File: src/rtl/mpu_regs_pkg.sv
package mpu_regs_pkg;
   localparam int OFS_W = 10;
   localparam logic [OFS_W-1:0] OFS_CTRL  = 10'h365;
   localparam logic [OFS_W-1:0] OFS_RNUM  = 10'h366;
   localparam logic [OFS_W-1:0] OFS_BASE0 = 10'h367;
   localparam logic [OFS_W-1:0] OFS_ATTR0 = 10'h368;
   localparam int MAX_ALIAS = 3;

   localparam int BASE_LSB  = 5;
   localparam int BASE_W    = 32 - BASE_LSB;
   localparam int VALID_BIT = 4;
   localparam int CARRY_W   = 4;

   localparam int SIZE_W  = 5;
   localparam int SRD_W   = 8;
   localparam int AP_W    = 3;
   localparam int SZEN_W  = 1 + SIZE_W + SRD_W;
   localparam int ACC_W   = AP_W + 1;
   localparam int CTRL_W  = 3;

   // size/enable store: {srd, size, en}
   function automatic logic [SZEN_W-1:0] szen_from_word(logic [31:0] w);
      return {w[15:8], w[5:1], w[0]};
   endfunction

   // access store: {xn, ap}
   function automatic logic [ACC_W-1:0] acc_from_word(logic [31:0] w);
      return {w[28], w[26:24]};
   endfunction

   function automatic logic [31:0] attr_word(logic [SZEN_W-1:0] s, logic [ACC_W-1:0] a);
      logic [31:0] w;
      w        = '0;
      w[0]     = s[0];
      w[5:1]   = s[5:1];
      w[15:8]  = s[13:6];
      w[26:24] = a[2:0];
      w[28]    = a[3];
      return w;
   endfunction
endpackage

File: src/rtl/mpu_addr_dec.sv
module mpu_addr_dec
   import mpu_regs_pkg::*;
#(
   parameter int N_ALIAS = 3
) (
   input  logic [OFS_W-1:0] addr,
   output logic             hit_ctrl,
   output logic             hit_rnum,
   output logic             hit_base,
   output logic             hit_attr
);
   localparam int N_WIN = N_ALIAS + 1;

   logic [N_WIN-1:0] base_hits;
   logic [N_WIN-1:0] attr_hits;

   for (genvar k = 0; k < N_WIN; k++) begin : g_win
      assign base_hits[k] = (addr == OFS_BASE0 + OFS_W'(2 * k));
      assign attr_hits[k] = (addr == OFS_ATTR0 + OFS_W'(2 * k));
   end

   assign hit_ctrl = (addr == OFS_CTRL);
   assign hit_rnum = (addr == OFS_RNUM);
   assign hit_base = |base_hits;
   assign hit_attr = |attr_hits;
endmodule

File: src/rtl/mpu_rgn_sel.sv
module mpu_rgn_sel
   import mpu_regs_pkg::*;
#(
   parameter int N_RGN = 8,
   parameter int SEL_W = 3
) (
   input  logic             clk,
   input  logic             rst_n,
   input  logic             rnum_we,
   input  logic             base_we,
   input  logic [31:0]      wdata,
   output logic [SEL_W-1:0] sel_q,
   output logic             sel_ok,
   output logic             base_go,
   output logic [SEL_W-1:0] base_tgt
);
   logic               carry;
   logic [CARRY_W-1:0] cidx;
   logic               rnum_ok;
   logic               cidx_ok;

   assign carry   = wdata[VALID_BIT];
   assign cidx    = wdata[CARRY_W-1:0];
   assign rnum_ok = (wdata < 32'(N_RGN));
   assign cidx_ok = (32'(cidx) < 32'(N_RGN));
   assign sel_ok  = (32'(sel_q) < 32'(N_RGN));

   assign base_go  = base_we && (carry ? cidx_ok : sel_ok);
   assign base_tgt = carry ? cidx[SEL_W-1:0] : sel_q;

   always_ff @(posedge clk) begin
      if (!rst_n) begin
         sel_q <= '0;
      end else if (rnum_we && rnum_ok) begin
         sel_q <= wdata[SEL_W-1:0];
      end else if (base_we && carry && cidx_ok) begin
         sel_q <= cidx[SEL_W-1:0];
      end
   end
endmodule

File: src/rtl/mpu_rgn_slot.sv
module mpu_rgn_slot
   import mpu_regs_pkg::*;
(
   input  logic              clk,
   input  logic              rst_n,
   input  logic              base_we,
   input  logic              attr_we,
   input  logic [BASE_W-1:0] base_d,
   input  logic [SZEN_W-1:0] szen_d,
   input  logic [ACC_W-1:0]  acc_d,
   output logic [BASE_W-1:0] base_q,
   output logic [SZEN_W-1:0] szen_q,
   output logic [ACC_W-1:0]  acc_q
);
   always_ff @(posedge clk) begin
      if (!rst_n) begin
         base_q <= '0;
         szen_q <= '0;
         acc_q  <= '0;
      end else begin
         if (base_we) base_q <= base_d;
         if (attr_we) begin
            szen_q <= szen_d;
            acc_q  <= acc_d;
         end
      end
   end
endmodule

File: src/rtl/mpu_region_regs.sv
module mpu_region_regs
   import mpu_regs_pkg::*;
#(
   parameter int N_RGN   = 8,
   parameter int N_ALIAS = 3
) (
   input  logic                    clk,
   input  logic                    rst_n,
   input  logic                    wr_en,
   input  logic                    rd_en,
   input  logic [9:0]              addr,
   input  logic [31:0]             wdata,
   output logic [31:0]             rd_data,
   output logic                    mpu_on_o,
   output logic                    fault_bypass_o,
   output logic                    priv_default_o,
   output logic [N_RGN*27-1:0]     rgn_base_o,
   output logic [N_RGN-1:0]        rgn_en_o,
   output logic [N_RGN*5-1:0]      rgn_size_o,
   output logic [N_RGN*8-1:0]      rgn_srd_o,
   output logic [N_RGN*3-1:0]      rgn_ap_o,
   output logic [N_RGN-1:0]        rgn_xn_o
);
   localparam int SEL_W = (N_RGN > 1) ? $clog2(N_RGN) : 1;

   if (N_RGN < 1 || N_RGN > 16) begin : g_bad_rgn
      $error("N_RGN must lie in 1..16 (carried index is 4 bits)");
   end
   if (N_ALIAS < 0 || N_ALIAS > MAX_ALIAS) begin : g_bad_alias
      $error("N_ALIAS must lie in 0..3");
   end

   logic hit_ctrl, hit_rnum, hit_base, hit_attr;
   logic [SEL_W-1:0] sel_q;
   logic [SEL_W-1:0] base_tgt;
   logic sel_ok, base_go, attr_go;
   logic [CTRL_W-1:0] ctrl_q;

   logic [BASE_W-1:0] base_a [N_RGN];
   logic [SZEN_W-1:0] szen_a [N_RGN];
   logic [ACC_W-1:0]  acc_a  [N_RGN];

   mpu_addr_dec #(.N_ALIAS(N_ALIAS)) u_dec (
      .addr     (addr),
      .hit_ctrl (hit_ctrl),
      .hit_rnum (hit_rnum),
      .hit_base (hit_base),
      .hit_attr (hit_attr)
   );

   mpu_rgn_sel #(.N_RGN(N_RGN), .SEL_W(SEL_W)) u_sel (
      .clk      (clk),
      .rst_n    (rst_n),
      .rnum_we  (wr_en && hit_rnum),
      .base_we  (wr_en && hit_base),
      .wdata    (wdata),
      .sel_q    (sel_q),
      .sel_ok   (sel_ok),
      .base_go  (base_go),
      .base_tgt (base_tgt)
   );

   assign attr_go = wr_en && hit_attr && sel_ok;

   for (genvar k = 0; k < N_RGN; k++) begin : g_slot
      mpu_rgn_slot u_slot (
         .clk     (clk),
         .rst_n   (rst_n),
         .base_we (base_go && (base_tgt == SEL_W'(k))),
         .attr_we (attr_go && (sel_q == SEL_W'(k))),
         .base_d  (wdata[31:BASE_LSB]),
         .szen_d  (szen_from_word(wdata)),
         .acc_d   (acc_from_word(wdata)),
         .base_q  (base_a[k]),
         .szen_q  (szen_a[k]),
         .acc_q   (acc_a[k])
      );
      assign rgn_base_o[k*BASE_W +: BASE_W] = base_a[k];
      assign rgn_en_o[k]                    = szen_a[k][0];
      assign rgn_size_o[k*SIZE_W +: SIZE_W] = szen_a[k][5:1];
      assign rgn_srd_o[k*SRD_W +: SRD_W]    = szen_a[k][13:6];
      assign rgn_ap_o[k*AP_W +: AP_W]       = acc_a[k][2:0];
      assign rgn_xn_o[k]                    = acc_a[k][3];
   end

   always_ff @(posedge clk) begin
      if (!rst_n)                   ctrl_q <= '0;
      else if (wr_en && hit_ctrl)   ctrl_q <= wdata[CTRL_W-1:0];
   end

   assign mpu_on_o       = ctrl_q[0];
   assign fault_bypass_o = ctrl_q[1];
   assign priv_default_o = ctrl_q[2];

   logic [31:0] rd_mux;
   always_comb begin
      rd_mux = '0;
      if (hit_ctrl)                rd_mux = 32'(ctrl_q);
      else if (hit_rnum)           rd_mux = 32'(sel_q);
      else if (hit_base && sel_ok) rd_mux = {base_a[sel_q], {BASE_LSB{1'b0}}};
      else if (hit_attr && sel_ok) rd_mux = attr_word(szen_a[sel_q], acc_a[sel_q]);
   end

   assign rd_data = rd_en ? rd_mux : '0;
endmodule

File: config.mk
export PLATFORM = sky130hd
export DESIGN_NAME = mpu_region_regs
export DESIGN_NICKNAME = d
export VERILOG_FILES = /design/src/rtl/mpu_regs_pkg.sv /design/src/rtl/mpu_addr_dec.sv /design/src/rtl/mpu_rgn_sel.sv /design/src/rtl/mpu_rgn_slot.sv /design/src/rtl/mpu_region_regs.sv
export SDC_FILE = /design/constraint.sdc
export NUM_CORES = 1
export LEC_CHECK = 0
export BUFFER_PORTS_ARGS = -buffer_cell sky130_fd_sc_hd__buf_4
export CAP_MARGIN = 10
export CORE_MARGIN = 2
export CORE_UTILIZATION = 54
export DETAILED_ROUTE_END_ITERATION = 16
export PLACE_DENSITY = 0.8
export SLEW_MARGIN = 20
export SYNTH_ARGS = -nofsm -noshare
export SYNTH_HDL_FRONTEND = slang
export SYNTH_SLANG_ARGS = --single-unit
export TNS_END_PERCENT = 20
File: constraint.sdc
create_clock -name clk -period 2.9 [get_ports clk]
set_input_delay 0.58 -clock clk [delete_from_list [all_inputs] [get_ports clk]]
set_output_delay 0.58 -clock clk [all_outputs]
set_load 0.01 [all_outputs]
After elaboration in Yosys (flattened, before gate mapping)
Index checks and enable logic that the tools add are counted.
{ "totals": {"regBits": 366, "input_bits": 46, "out_inout_bits": 395, "elab_cells": 101} }
{ "op_classes": {"magnitude_cmp": 3, "n_eq_ne": 24, "n_mux": 18, "n_bitwise": 1, "reduce_logical": 29} }
{ "op_table": {"columns": ["operator", "n"], "rows": [
  ["32-bit 2-to-1 mux", 4],
  ["10-bit equality test (second input constant)", 10],
  ["27-bit binary-select mux with 3-bit select", 1],
  ["27-bit 2-to-1 mux", 2],
  ["14-bit binary-select mux with 3-bit select", 1],
  ["32-bit by 4-bit < comparator with 1-bit output (second input constant)", 1],
  ["29-bit 2-to-1 mux", 1],
  ["14-bit 2-to-1 mux", 2],
  ["3-bit equality test (second input constant)", 8],
  ["1-bit logical AND", 24],
  ["4-bit binary-select mux with 3-bit select", 1],
  ["3-bit by 2-bit equality test with 1-bit output (second input constant)", 4],
  ["3-bit 2-to-1 mux", 3],
  ["4-bit 2-to-1 mux", 2],
  ["4-bit OR reduction", 2],
  ["3-bit by 1-bit equality test with 1-bit output (second input constant)", 2],
  ["3-bit logical NOT", 2],
  ["4-bit >= comparator (second input constant)", 1],
  ["4-bit < comparator (second input constant)", 1],
  ["3-bit inverter with 4-bit output", 1],
  ["2-bit nonzero test", 1],
  ["1-bit 2-to-1 mux", 1]
]} }

Longest topological paths before layout
{ "logic_depth": {"word_depth": 9, "mapped_depth": 8, "mapped_depth_nobuf": 4} }

Cells and area by module
From an unflattened synthesis, not the netlist that was laid out.
{ "unflattened": {"cells_unflattened": 1482, "hier_area_um2": 17384.2} }
{ "modules_own_cells": {"columns": ["module", "instances", "cells_each", "area_each_um2", "seq_area_each_um2"], "rows": [
  ["mpu_rgn_slot", 8, 144, 1730.4, 900.9],
  ["mpu_region_regs", 1, 289, 3189.3, 60.1],
  ["mpu_rgn_sel", 1, 30, 249.0, 60.1],
  ["mpu_addr_dec", 1, 11, 102.6, 0.0]
]} }

Least setup slack after synthesis
No wires, ideal clock.
{ "synth_timing": {"kind": "input to output", "from": "input addr[7]", "to": "output rd_data[28]", "t_arrival_ns": 1.909, "setup_slack_ns": 0.411, "cell_stages": 7, "path_buffers": 3, "path_cell_list": "and4bb_1 -> buf_2 -> buf_2 -> o2111ai_1 -> clkbuf_1 -> o22a_1 -> nor2_1"} }
{ "synth_between": {"elab_chain_len": 7, "word_cells_on_any_way": 17, "classes_between": "eq/ne (10); mux (5); reduce/logical (2)"} }
{ "synth_lines": {"columns": ["element", "line", "text"], "rows": [
  ["start: declaration", "mpu_region_regs.sv:11", "input logic [9:0] addr,"],
  ["10-bit equality test", "mpu_addr_dec.sv:19", "assign attr_hits[k] = (addr == OFS_ATTR0 + OFS_W'(2 * k));"],
  ["4-bit OR reduction", "mpu_addr_dec.sv:25", "assign hit_attr = |attr_hits;"],
  ["29-bit 2-to-1 mux", "mpu_region_regs.sv:101", "else if (hit_attr && sel_ok) rd_mux = attr_word(szen_a[sel_q], acc_a[sel_q]);"],
  ["32-bit 2-to-1 mux", "mpu_region_regs.sv:100", "else if (hit_base && sel_ok) rd_mux = {base_a[sel_q], {BASE_LSB{1'b0}}};"],
  ["32-bit 2-to-1 mux", "mpu_region_regs.sv:99", "else if (hit_rnum) rd_mux = 32'(sel_q);"],
  ["32-bit 2-to-1 mux *", "mpu_region_regs.sv:98", "if (hit_ctrl) rd_mux = 32'(ctrl_q);"],
  ["32-bit 2-to-1 mux *", "mpu_region_regs.sv:104", "assign rd_data = rd_en ? rd_mux : '0;"],
  ["end: declaration", "mpu_region_regs.sv:13", "output logic [31:0] rd_data,"]
]} }
Every way passes the cells marked *; elsewhere a longest branch is shown, timed or not.

Worst setup path after layout
{ "layout_timing": {"from": "register u_sel.sel_q[0]", "to": "output rd_data[1]"} }
{ "layout_between": {"elab_chain_len": 9} }
{ "layout_lines": {"columns": ["element", "line", "text"], "rows": [
  ["start: declaration", "mpu_rgn_sel.sv:12", "output logic [SEL_W-1:0] sel_q,"],
  ["start signal: assignment", "mpu_rgn_sel.sv:35", "sel_q <= wdata[SEL_W-1:0];"],
  ["start signal: assignment", "mpu_rgn_sel.sv:37", "sel_q <= cidx[SEL_W-1:0];"],
  ["3-bit inverter with 4-bit output (not written as such)", "mpu_region_regs.sv:101", null],
  ["14-bit binary-select mux with 3-bit select", "mpu_region_regs.sv:101", null],
  ["14-bit 2-to-1 mux (not written as such) (2 in series)", "mpu_region_regs.sv:101", null],
  ["29-bit 2-to-1 mux", "mpu_region_regs.sv:101", null],
  ["32-bit 2-to-1 mux", "mpu_region_regs.sv:100", null],
  ["32-bit 2-to-1 mux", "mpu_region_regs.sv:99", null],
  ["32-bit 2-to-1 mux", "mpu_region_regs.sv:98", null],
  ["32-bit 2-to-1 mux", "mpu_region_regs.sv:104", null]
]} }
Every way passes these cells. The select of a mux whose other input is x is not followed.

==> results.json <==
{
  "ant_nets": 0,
  "syn_nets": 2087,
  "cp.arrival_ns": 2.57,
  "core.rowCount": 67,
  "fp.dieW_um": 188,
  "ys_ff_latch": 366,
  "nFillCells": 2485,
  "grt_max_degree": 217,
  "clock-sinks": 366,
  "tritoncts": "yes",
  "wl_um": 78400,
  "globalplace.congestion": 0.965,
  "worstPathCellList": "buf_6, buf_6, mux4_2, mux2_4, a221oi_2, nor2_1, buf_4",
  "power_density_mw_per_mm2": 451,
  "worstSetupPathType": "flip-flop to output pin",
  "peakVddDrop_mv": 0.335,
  "dieHeight_um": 188,
  "drive_gt1_frac": 0.325,
  "setup_viol": 21,
  "wl_per_cell_um": 28.1,
  "violations": "setup timing",
  "yosysWarnings": 0,
  "grt_pass1_vias": 18600,
  "htreeDepth": 2,
  "place_ws_ns": 0.0905,
  "p_leak_nw": 8.19,
  "antenna_found_initial": 2,
  "setup_slack_ns": -0.248,
  "critPathMaxFanout": 4,
  "fin_crit_sh": 1.09,
  "vias": 20500,
  "insertion_delay_ns": 0.54,
  "synth_cells": 2041,
  "status": "finished with violations",
  "cts_made_buffers": 39,
  "drtPass1Iterations": 7,
  "cp_common_cell": "buf_6",
  "viasPerCell": 7.34,
  "busiest_layer": "met2",
  "grt_remaining_overflow": 0,
  "clock-root-buffer": "clkbuf_16",
  "fmax_mhz": 318,
  "tightest_slew_ns": 1.05,
  "finish.utilization": 0.711,
  "grt_pass1_wl_um": 116000,
  "grt.met1_usage": 0.560,
  "drt_iter0_drc": 3605,
  "slew_violations": 0,
  "gr-usage-met3": 0.131,
  "cp-start-kind": "flip-flop",
  "skew_ns": 0.0174,
  "syn_to_final_growth_pct": 29.7,
  "seq_area_frac_synth": 0.400,
  "die_area_mm2": 0.0354,
  "syn_area_per_cell_um2": 8.98,
  "maxSlewHeadroom": 0.299,
  "use_met2": 0.605,
  "track_usage": 0.419,
  "dp_hpwl_um": 49500,
  "finalHoldViolCount": 0,
  "slowest_stage": "mux4_2",
  "fin_setup_tns_ns": -2.59,
  "synth.distinct_cells": 45,
  "core_area_mm2": 0.0334,
  "cpPeakStageDelay_ns": 0.58,
  "io_buffers": 440,
  "initial_core_util": 0.548,
  "io_pins": 441,
  "netlist_area_mm2": 0.0183,
  "cap_viol_max_count": 0,
  "worst_hold_slack_ns": 0.372,
  "period_needed_ns": 3.15,
  "drc": 0,
  "path_clk_slew_ns": 0.06,
  "finalNetCount": 2357,
  "crit_required_ns": 2.32,
  "rsz0062_at_grt": "true",
  "crit_path_end_kind": "output pin",
  "hold_path_class": "input pin to flip-flop",
  "ctsLongestPathBuffers": 3
}
[synth_stat cells, drive strengths merged]
cell     count  area (um2)
a221oi       2        30.0
o2111ai      4        35.0
and2         3        18.8
clkbuf     178         668
dfxtp      366        7330
mux4        90        2030
o31ai      217        1630
or3b         1        8.76
nand4b       1        8.76
inv          3        11.3
nand4      222        1390
nor2        35         134
nand2        9        33.8
and3b        2        17.5
o211ai       1        12.5
buf        142         726
nor4         6        37.5
and4b        3        30.0
o22a        13         114
and4         4        35.0
and4bb       1        12.5
a21o         1        7.51
nor4b        1        8.76
mux2         3        33.8
a21oi      363        1820
mux2i       45         450
nor2b        6        37.5
a21boi       1        11.3
nand3      149         746
nand2b       2        12.5
o21ai      155         795
a32oi        1        8.76
o21a         6        45.0
or2          1        6.26
nand3b       2        15.0
nor3b        1        7.51
o211a        1        10.0
[worst paths after layout]
path | endpoint | start | depth (start not counted) | slack (ns)
worst max register to register | g_slot[1].u_slot.base_q[16]$_SDFFE_PN0P_ | u_sel.sel_q[0]$_SDFFE_PN0P_ | 8 | 0.39
worst min-delay path | u_sel.sel_q[1]$_SDFFE_PN0P_ | rst_n | 3 | 0.37
worst max-delay path | rd_data[1] | u_sel.sel_q[0]$_SDFFE_PN0P_ | 7 | -0.25
worst min register to register | g_slot[7].u_slot.base_q[12]$_SDFFE_PN0P_ | g_slot[7].u_slot.base_q[12]$_SDFFE_PN0P_ | 2 | 0.49
[metal layers]
metal | up-vias | share of wire
met1 | 9685 | 0.35
met4 | 0 | 0.073
met5 | - | 0
met2 | 1984 | 0.42
met3 | 379 | 0.15
li1 | 8406 | -
[final cells by class]
cell class | count | area [um2] | share of cell area
inverters | 3 | 18.8 | 0.000790
clock inverters | 13 | 120 | 0.00505
well taps | 448 | 561 | 0.0236
flip-flops and latches | 366 | 7340 | 0.309
multi-input cells | 1352 | 9840 | 0.414
repair buffers | 549 | 4720 | 0.198
diodes | 1 | 2.50 | 0.000105
clock buffers | 55 | 1170 | 0.0492
[cell families (layout without fill, tap and decap cells)]
kind of cell | after synthesis | count (layout) | synth area share
other cells | 0 | 1 | 0
buf+inv | 323 | 620 | 0.0767
simple gates | 449 | 449 | 0.140
flops | 366 | 366 | 0.400
compound gates | 765 | 765 | 0.247
mux | 138 | 138 | 0.137
[layout by cell type (no fill, tap or decap), types with 9 or more instances in the layout]
cell,netlist,final
clkbuf_8,0,9
nor2_1,34,30
o31ai_1,216,216
buf_12,0,34
mux2i_1,45,23
buf_4,12,490
dfxtp_1,366,363
clkinv_2,0,9
mux4_2,90,90
buf_6,2,17
nand2_1,9,9
o21ai_0,149,149
a21oi_1,363,363
nand3_1,149,149
mux2i_2,0,16
nand4_1,222,222
clkbuf_16,0,43
o22a_1,13,13
[what timing repair did]
action	in CTS	in global routing
hold endpoints to repair	0	0
pin swaps	4	7
hold buffers	0	0
buffers inserted	15	10
gates cloned	1	2
endpoints found under the setup margin	30	27
resized for setup	40	27
[sequential cells by signal, indices dropped and copies added, names as in the netlist]
name and cells:
g_slot.u_slot.szen_q 112, g_slot.u_slot.acc_q 32, u_sel.sel_q 3, g_slot.u_slot.base_q 216, ctrl_q 3
[power by group]
part           total [mW]  switching, mW  internal [mW]  leakage (nW)
combinational       0.588          0.465          0.122          4.61
clock                5.11           2.13           2.98         0.640
sequential           5.02       0.000796           5.02          2.95
total                10.7           2.60           8.13          8.19
[through the flow]
stage / total power, mW / cell area (um2) / instances
global route: 10.9 / 23800 / 2787
floorplan: 5.45 / 18300 / 2041
CTS: 10.6 / 23500 / 2774
finish: 10.7 / 23800 / 2787
detailed placement: 5.69 / 21900 / 2691
global placement: 5.68 / 21900 / 2691
[critical path: cells and delay by family, from the launching register on]
kind	cells	cell delay, ns
AOI/OAI and AO/OA	1	0.29
DFF	1	0.38
and+or+nand+nor	1	0.07
buffers and inverters	3	0.39
muxes	2	0.89
No activity file was read; power rests on OpenSTA's default activity.
